File: src/rtl/cfg_lock_pkg.sv
package cfg_lock_pkg;

  typedef enum logic [2:0] {
    OP_ERASE     = 3'd0,
    OP_PROG      = 3'd1,
    OP_VERIFY    = 3'd2,
    OP_LOCK      = 3'd3,
    OP_SIG_RD    = 3'd4,
    OP_SIG_WR    = 3'd5,
    OP_PROG_LOCK = 3'd6,
    OP_RSVD      = 3'd7
  } cfg_op_e;

  typedef struct packed {
    logic accept;
    logic mem_we;
    logic mem_rd;
    logic sig_we;
    logic sig_rd;
    logic set_lock;
    logic wipe;
  } cfg_ctl_t;

endpackage

File: src/rtl/cfg_lock_decode.sv
module cfg_lock_decode
  import cfg_lock_pkg::*;
(
  input  logic       valid_i,
  input  logic [2:0] op_i,
  input  logic       locked_i,
  output cfg_ctl_t   ctl_o
);

  always_comb begin
    ctl_o = '0;
    if (valid_i) begin
      case (cfg_op_e'(op_i))
        OP_ERASE: begin
          ctl_o.accept = 1'b1;
          ctl_o.wipe   = 1'b1;
        end
        OP_PROG: begin
          ctl_o.accept = !locked_i;
          ctl_o.mem_we = !locked_i;
        end
        OP_VERIFY: begin
          ctl_o.accept = !locked_i;
          ctl_o.mem_rd = !locked_i;
        end
        OP_LOCK: begin
          ctl_o.accept   = 1'b1;
          ctl_o.set_lock = 1'b1;
        end
        OP_SIG_RD: begin
          ctl_o.accept = 1'b1;
          ctl_o.sig_rd = 1'b1;
        end
        OP_SIG_WR: begin
          ctl_o.accept = !locked_i;
          ctl_o.sig_we = !locked_i;
        end
        OP_PROG_LOCK: begin
          ctl_o.accept   = !locked_i;
          ctl_o.mem_we   = !locked_i;
          ctl_o.set_lock = !locked_i;
        end
        default: ctl_o = '0;
      endcase
    end
  end

endmodule

File: src/rtl/cfg_lock_store.sv
module cfg_lock_store #(
  parameter int ADDR_W = 4,
  parameter int DATA_W = 16
) (
  input  logic              clk,
  input  logic              rst,
  input  logic              wipe_i,
  input  logic              we_i,
  input  logic [ADDR_W-1:0] addr_i,
  input  logic [DATA_W-1:0] wdata_i,
  output logic [DATA_W-1:0] rdata_o
);

  localparam int DEPTH = 1 << ADDR_W;
  localparam logic [DATA_W-1:0] ERASED = '1;

  logic [DATA_W-1:0] mem [DEPTH];
  logic [DEPTH-1:0]  written_q;
  logic [DATA_W-1:0] word_q;
  logic              word_written_q;

  // Array without reset so it maps onto block memory
  always_ff @(posedge clk) begin
    if (we_i) mem[addr_i] <= wdata_i;
    word_q <= mem[addr_i];
  end

  // Per-word programmed flags: erase clears all of them in one cycle
  always_ff @(posedge clk) begin
    if (rst || wipe_i) begin
      written_q      <= '0;
      word_written_q <= 1'b0;
    end else begin
      if (we_i) written_q[addr_i] <= 1'b1;
      word_written_q <= written_q[addr_i];
    end
  end

  assign rdata_o = word_written_q ? word_q : ERASED;

  AST_WIPE_CLEARS_FLAGS: assert property (@(posedge clk) disable iff (rst)
    wipe_i |=> (written_q == '0));

endmodule

File: src/rtl/cfg_lock_state.sv
module cfg_lock_state
  import cfg_lock_pkg::*;
#(
  parameter int SIG_W = 24
) (
  input  logic             clk,
  input  logic             rst,
  input  logic             valid_i,
  input  cfg_ctl_t         ctl_i,
  input  logic [SIG_W-1:0] sig_wdata_i,
  output logic             locked_o,
  output logic             done_o,
  output logic             ok_o,
  output logic             word_sel_o,
  output logic             sig_sel_o,
  output logic [SIG_W-1:0] sig_o
);

  logic             locked_q, done_q, ok_q, word_sel_q, sig_sel_q;
  logic [SIG_W-1:0] sig_q;

  always_ff @(posedge clk) begin
    if (rst) begin
      locked_q   <= 1'b0;
      done_q     <= 1'b0;
      ok_q       <= 1'b0;
      word_sel_q <= 1'b0;
      sig_sel_q  <= 1'b0;
      sig_q      <= '0;
    end else begin
      done_q     <= valid_i;
      ok_q       <= ctl_i.accept;
      word_sel_q <= ctl_i.mem_rd;
      sig_sel_q  <= ctl_i.sig_rd;
      if (ctl_i.wipe) begin
        locked_q <= 1'b0;
        sig_q    <= '0;
      end else begin
        if (ctl_i.set_lock) locked_q <= 1'b1;
        if (ctl_i.sig_we)   sig_q    <= sig_wdata_i;
      end
    end
  end

  assign locked_o   = locked_q;
  assign done_o     = done_q;
  assign ok_o       = ok_q;
  assign word_sel_o = word_sel_q;
  assign sig_sel_o  = sig_sel_q;
  assign sig_o      = sig_q;

  AST_LOCK_STICKY: assert property (@(posedge clk) disable iff (rst)
    (locked_q && !ctl_i.wipe) |=> locked_q);

  AST_ERASE_UNLOCKS: assert property (@(posedge clk) disable iff (rst)
    ctl_i.wipe |=> (!locked_q && sig_q == '0));

endmodule

File: src/rtl/cfg_lock_ctrl.sv
module cfg_lock_ctrl
  import cfg_lock_pkg::*;
#(
  parameter int ADDR_W = 4,
  parameter int DATA_W = 16,
  parameter int SIG_W  = 24
) (
  input  logic              clk,
  input  logic              rst,
  input  logic              cmd_valid,
  input  logic [2:0]        cmd_op,
  input  logic [ADDR_W-1:0] cmd_addr,
  input  logic [DATA_W-1:0] cmd_wdata,
  input  logic [SIG_W-1:0]  cmd_sig,
  output logic              done,
  output logic              cmd_ok,
  output logic              locked,
  output logic [DATA_W-1:0] rd_data,
  output logic [SIG_W-1:0]  sig_rdata
);

  cfg_ctl_t          ctl;
  logic              word_sel, sig_sel;
  logic [DATA_W-1:0] store_word;
  logic [SIG_W-1:0]  sig_val;

  cfg_lock_decode u_decode (
    .valid_i  (cmd_valid),
    .op_i     (cmd_op),
    .locked_i (locked),
    .ctl_o    (ctl)
  );

  cfg_lock_store #(.ADDR_W(ADDR_W), .DATA_W(DATA_W)) u_store (
    .clk     (clk),
    .rst     (rst),
    .wipe_i  (ctl.wipe),
    .we_i    (ctl.mem_we),
    .addr_i  (cmd_addr),
    .wdata_i (cmd_wdata),
    .rdata_o (store_word)
  );

  cfg_lock_state #(.SIG_W(SIG_W)) u_state (
    .clk         (clk),
    .rst         (rst),
    .valid_i     (cmd_valid),
    .ctl_i       (ctl),
    .sig_wdata_i (cmd_sig),
    .locked_o    (locked),
    .done_o      (done),
    .ok_o        (cmd_ok),
    .word_sel_o  (word_sel),
    .sig_sel_o   (sig_sel),
    .sig_o       (sig_val)
  );

  assign rd_data   = word_sel ? store_word : '0;
  assign sig_rdata = sig_sel  ? sig_val    : '0;

  AST_DONE_AFTER_CMD: assert property (@(posedge clk) disable iff (rst)
    cmd_valid |=> done);

  AST_DONE_IDLE: assert property (@(posedge clk) disable iff (rst)
    !cmd_valid |=> !done);

  AST_REFUSED_READ_ZERO: assert property (@(posedge clk) disable iff (rst)
    (done && !cmd_ok) |-> (rd_data == '0 && sig_rdata == '0));

  AST_LOCKED_NO_WRITE: assert property (@(posedge clk) disable iff (rst)
    locked |-> (!ctl.mem_we && !ctl.sig_we));

  AST_SIG_ALWAYS_READ: assert property (@(posedge clk) disable iff (rst)
    (cmd_valid && cmd_op == 3'd4) |=> cmd_ok);

endmodule

File: config.mk
export PLATFORM = sky130hd
export DESIGN_NAME = cfg_lock_ctrl
export DESIGN_NICKNAME = d
export VERILOG_FILES = /design/src/rtl/cfg_lock_pkg.sv /design/src/rtl/cfg_lock_decode.sv /design/src/rtl/cfg_lock_store.sv /design/src/rtl/cfg_lock_state.sv /design/src/rtl/cfg_lock_ctrl.sv
export SDC_FILE = /design/constraint.sdc
export NUM_CORES = 1
export LEC_CHECK = 0
export ABC_AREA = 1
export BUFFER_PORTS_ARGS = -buffer_cell sky130_fd_sc_hd__buf_2
export CAP_MARGIN = 20
export CORE_MARGIN = 3
export CORE_UTILIZATION = 45
export CTS_BUF_LIST = sky130_fd_sc_hd__clkbuf_4 sky130_fd_sc_hd__clkbuf_8
export DETAILED_ROUTE_END_ITERATION = 8
export PLACE_DENSITY = 0.71
export SLEW_MARGIN = 20
export SYNTH_ARGS = -nofsm -noshare
export SYNTH_HDL_FRONTEND = slang
export SYNTH_SLANG_ARGS = --single-unit
File: constraint.sdc
create_clock -name clk -period 5 [get_ports clk]
set_input_delay 0.5 -clock clk [delete_from_list [all_inputs] [get_ports clk]]
set_output_delay 0.5 -clock clk [all_outputs]
set_load 0.02 [all_outputs]
; ---- Word-level counts from Yosys, hierarchy flattened
; Memory sizes are Yosys's and may differ from the RTL's. A register that Yosys moved wholly into a read port is not among the register bits.
; Index checks and enable logic that the tools add are counted.
[totals]
regBits = 46
ram_bits = 256
output_inout_bits = 43
elab_cells = 47
n_memories = 1
[op_classes]
magnitude_cmp = 2
n_eq_ne = 6
mux = 17
bitwise_logic = 3
n_reduce_logical = 10
[mem_list]
columns = memory, words, width, rd, rd_ports_with_merged_regs, wr, line_no
row1 = u_store.mem, 16, 16, 1, 1, 1, cfg_lock_store.sv:17  ; logic [DATA_W-1:0] mem [DEPTH];
[op_table]
columns = operator, count
row1 = 16-bit two-way mux, 2
row2 = 24-bit two-way mux, 1
row3 = 16-bit bitwise OR, 1
row4 = 3-bit equality test (second input constant), 3
row5 = 1-bit two-way mux, 9
row6 = 3-bit by 2-bit equality test with 1-bit output (second input constant), 2
row7 = 6-bit two-way mux, 1
row8 = 2-bit OR reduction, 3
row9 = 3-bit OR reduction, 2
row10 = 4-bit by 5-bit < comparator with 1-bit output (second input constant), 1
row11 = 1-bit binary-select mux with 4-bit select, 1
row12 = 1-bit demux with 4-bit select, 1
row13 = 4-bit by 1-bit greater-or-equal comparator with 1-bit output (second input constant), 1
row14 = 1-bit case mux with 2 select lines, 2
row15 = 4-bit OR reduction, 1
row16 = 3-bit by 1-bit equality test with 1-bit output (second input constant), 1
row17 = 3-bit zero test, 1
row18 = 1-bit NOT, 2
row19 = 1-bit logical AND, 1
row20 = 1-bit zero test, 1
row21 = 1-bit logical OR, 1

; ---- Longest topological paths before layout
[logic_depth]
ltp_word = 6
ltp_mapped = 11
ltp_nobuf = 10

; ---- Cells and area by module
; Synthesis repeated with hierarchy kept, for this count alone.
[unflattened]
cells_unflattened = 1239
area_unflattened_um2 = 12732.2
[modules_own_cells]
columns = mod, n_inst, cells_each, area_per_inst_um2, seq_area_each_um2
row1 = cfg_lock_store, 1, 960, 11114.4, 8348.0
row2 = cfg_lock_state, 1, 166, 1157.4, 580.6
row3 = cfg_lock_ctrl, 1, 84, 339.1, 0.0
row4 = cfg_lock_decode, 1, 29, 121.4, 0.0

; ---- Least setup slack after synthesis
; Ideal clock, no wire load.
[synth_timing]
path_kind = input-to-reg
from = input port cmd_op[0]
to = memory u_store.mem[0][0], enable pin
setup_time_ns = 0.364
arrival_time_ns = 1.542
required_time_ns = 4.636
setup_slack_ns = 3.094
cell_stages = 8
path_buffers = 0
path_cell_list = inv_1 ha_1 nand2_1 nand2_1 nand2_1 nor3_2 nand2_1 inv_1
[synth_via]
elab_chain_cells = 6
elab_cells_between_ends = 7
[synth_lines]
columns = item, line_no
row1 = "start, declared", cfg_lock_ctrl.sv:11  ; input logic [2:0] cmd_op,
row2 = 3-bit by 1-bit equality test with 1-bit output or 3-bit equality test (tied branches), cfg_lock_decode.sv:13  ; case (cfg_op_e'(op_i))
row3 = 2-bit OR reduction (no line) (*), n/a
row4 = 1-bit two-way mux (*), n/a
row5 = 6-bit two-way mux (*), cfg_lock_decode.sv:12  ; if (valid_i) begin
row6 = 1-bit two-way mux (*), cfg_lock_store.sv:24  ; if (we_i) mem[addr_i] <= wdata_i;
row7 = 1-bit two-way mux (not written as such) (*), cfg_lock_store.sv:24
row8 = "end, declared", cfg_lock_store.sv:17
; Every way passes the cells marked *; elsewhere a longest branch is shown, timed or not.

; ---- Worst setup path after layout
[layout_timing]
from = input port cmd_addr[1]
to = memory u_store.mem[13][12], enable pin
[layout_rtl]
columns = item, line_no
row1 = "start, declared", cfg_lock_ctrl.sv:12  ; input logic [ADDR_W-1:0] cmd_addr,
; Straight into the memory's write port.

==> impl_metrics.ini <==
[setup_path]
crit_chain = buf_2 -> inv_1 -> buf_4 -> nand2_1 -> nor2_1 -> nand2_1 -> inv_1
cpPeakStageDelay_ps = 670
cp.buffers_inverters = 4
cp_data_required_time_ps = 5180
worst-setup-path-type = input port to flop
critPathArrivalTime_ps = 2830
startpoint_type = input port
worst_setup_path_end_kind = flop
critical_path.top_delay_family = buffers and inverters
timing.rr.start = u_state.locked_o$_SDFFE_PP0P_
worstPathMaxFanout = 26
setup.worst_path.start = cmd_addr[1]
crit_path_top_delay_cell = inv_1

[power]
p_leak_nw = 5.73
ir_worst_vdd_v = 0.000174
pwr_density_cell_nw_per_um2 = 372

[placement]
gp_congestion = 0.796
hpwlAfterDp_um = 17100
port-buffer-count = 92

[global_route]
grt_pass1_wl_um = 45700
grt_pass1_vias = 8259
grt_overflow = 0
grt_max_degree = 56
grtUsageTotal = 0.203
grt_antenna_before_repair = 0

[worst_hold_path]
hold_path.class = input port to flop
min_from = rst

[die]
core_um2 = 27000
start_util = 0.460
io_pins = 93
fp-row-count = 60
die-area_um2 = 29700
die_w_um = 172
die_y_um = 172

[finish]
drive_gt1_frac = 0.148
finalNetCount = 1311
num_antenna_cells = 0
syn_to_final_growth_pct = 13.4

[clock_tree]
post-cts-setup-buffers = 0
hold_buffers = 0
clkLatencyLatePin_ps = 580
htreeDepth = 2
cts_tree = built
clock_tree.root_cell = clkbuf_8
cts.sinks = 318
path_clk_slew_ps = 60
cts_buffers = 46
clockBufferDepth = 3
cts_resized = 0

[sta]
setup_viol = 0
rsz0062_at_grt = false
fin_crit_ps = 2650
final_hold_viol_count = 0
tns_ps = 0
min_period_over_period = 0.529
timing_worst_slew_pin_value_ps = 1120
slew-limit-headroom = 0.255
whs_ps = 144
clock_skew_ps = 23.8
maxSlewViolCount = 0
maxClockFrequency_mhz = 378

[logic_synthesis]
yosysSeqAreaShare = 0.718
synth-seq-cells = 318
syn_area_per_cell_um2 = 10.7
synth_fp_nets = 1215
syn-cell-area_um2 = 12400
ys_types = 22
yosysWarnings = 0
synthCells = 1161

[detailed_routing]
drt_iter0_markers = 843
finalWirelength_um = 30400
wl_per_cell_um = 18.6
drc = 0
antenna_left = 0
dr.pass1.iters = 5
routed_via_density = 5.20
vias = 8491

[status]
outcome = completed

[job]
maxCapViolCount = 0
[Yosys cell counts]
| cell type | n | share of area |
|---|---|---|
| a21oi_1 | 66 | 0.027 |
| a31o_2 | 1 | 0.00070 |
| buf_2 | 29 | 0.012 |
| buf_4 | 2 | 0.0012 |
| buf_6 | 1 | 0.00091 |
| clkbuf_1 | 22 | 0.0066 |
| dfxtp_1 | 62 | 0.10 |
| edfxtp_1 | 256 | 0.62 |
| ha_1 | 4 | 0.0040 |
| inv_1 | 77 | 0.023 |
| inv_2 | 5 | 0.0015 |
| nand2_1 | 522 | 0.16 |
| nand3_1 | 32 | 0.013 |
| nand3_2 | 1 | 0.00080 |
| nand4_1 | 32 | 0.016 |
| nor2_1 | 25 | 0.0075 |
| nor2_4 | 1 | 0.00091 |
| nor3_1 | 1 | 0.00040 |
| nor3_2 | 2 | 0.0016 |
| o21ai_0 | 10 | 0.0040 |
| o21ai_1 | 9 | 0.0036 |
| o22ai_1 | 1 | 0.00050 |
[placed cells by master (no fill, tap or decap), types with 2 or more instances in the layout]
cell type	netlist	final
a21oi_1	66	66
buf_2	29	92
buf_4	2	9
clkbuf_4	0	20
clkbuf_8	0	50
clkinv_1	0	7
clkinv_2	0	5
dfxtp_1	62	62
edfxtp_1	256	256
ha_1	4	4
inv_1	77	76
inv_2	5	4
inv_8	0	2
nand2_1	522	522
nand3_1	32	32
nand4_1	32	32
nor2_1	25	23
nor2_2	0	2
nor3_2	2	2
o21ai_0	10	10
o21ai_1	9	9
[sequential cells by signal (all words and copies together), names as in the netlist]
register and flops:
u_store.mem 256, u_state.sig_o 24, u_store.word_q 16, u_store.written_q 16, u_state.done_o 1, u_state.locked_o 1, u_state.ok_o 1, u_state.sig_sel_o 1
u_state.word_sel_o 1, u_store.word_written_q 1
[layer usage]
metal,up-vias,global-route usage,wire (um)
met5,-,0,0
met3,65,0.0370,2130
li1,4033,-,-
met4,0,0.0736,906
met2,327,0.341,15000
met1,4066,0.266,12400
[where the power goes]
| part | internal (mW) | switching, mW |
|---|---|---|
| clock network | 1.13 | 0.956 |
| logic | 0.0678 | 0.189 |
| registers | 2.89 | 0.0133 |
| total | 4.08 | 1.16 |
[metrics by stage]
stage               total power, mW  cells  utilization  setup slack [ps]  instance area [um2]
CTS                            5.27   1634        0.522              2380                14100
finish                         5.24   1634        0.522              2350                14100
detailed placement             3.21   1550        0.487              1790                13200
global route                   5.42   1634        0.522              2220                14100
floorplan                      3.10   1161            -              3090                12400
global placement               3.20   1549        0.486              1890                13100
[cell families (layout without fill, tap and decap cells)]
family,after synthesis,in the layout,share of synthesized area
flip-flops,318,318,0.718
buffers and inverters,136,268,0.0452
AND/OR/NAND/NOR,616,616,0.198
AO/OA/AOI/OAI,87,87,0.0354
adder cells (fa/ha/maj),4,4,0.00402
[final cells by class]
| cell class | count | area (um2) |
|---|---|---|
| timing repair buffer | 102 | 543 |
| sequential | 318 | 8930 |
| inverter | 82 | 309 |
| tap | 341 | 427 |
| fill | 2316 | 12900 |
| multi-input combinational | 707 | 2960 |
| clock buffer | 70 | 838 |
| clock inverter | 14 | 104 |
[final timing paths]
| kind | to | slack (ps) | depth (start not counted) |
|---|---|---|---|
| setup / recovery | u_store.mem[13][12]$_DFFE_PP_ | 2350 | 7 |
| hold / removal | u_state.done_o$_SDFF_PP0_ | 140 | 2 |
| setup reg to reg | u_store.mem[4][11]$_DFFE_PP_ | 2640 | 5 |
| hold reg to reg | u_store.written_q[4]$_SDFFE_PP0N_ | 460 | 2 |
No activity file was read; power rests on OpenSTA's default activity.
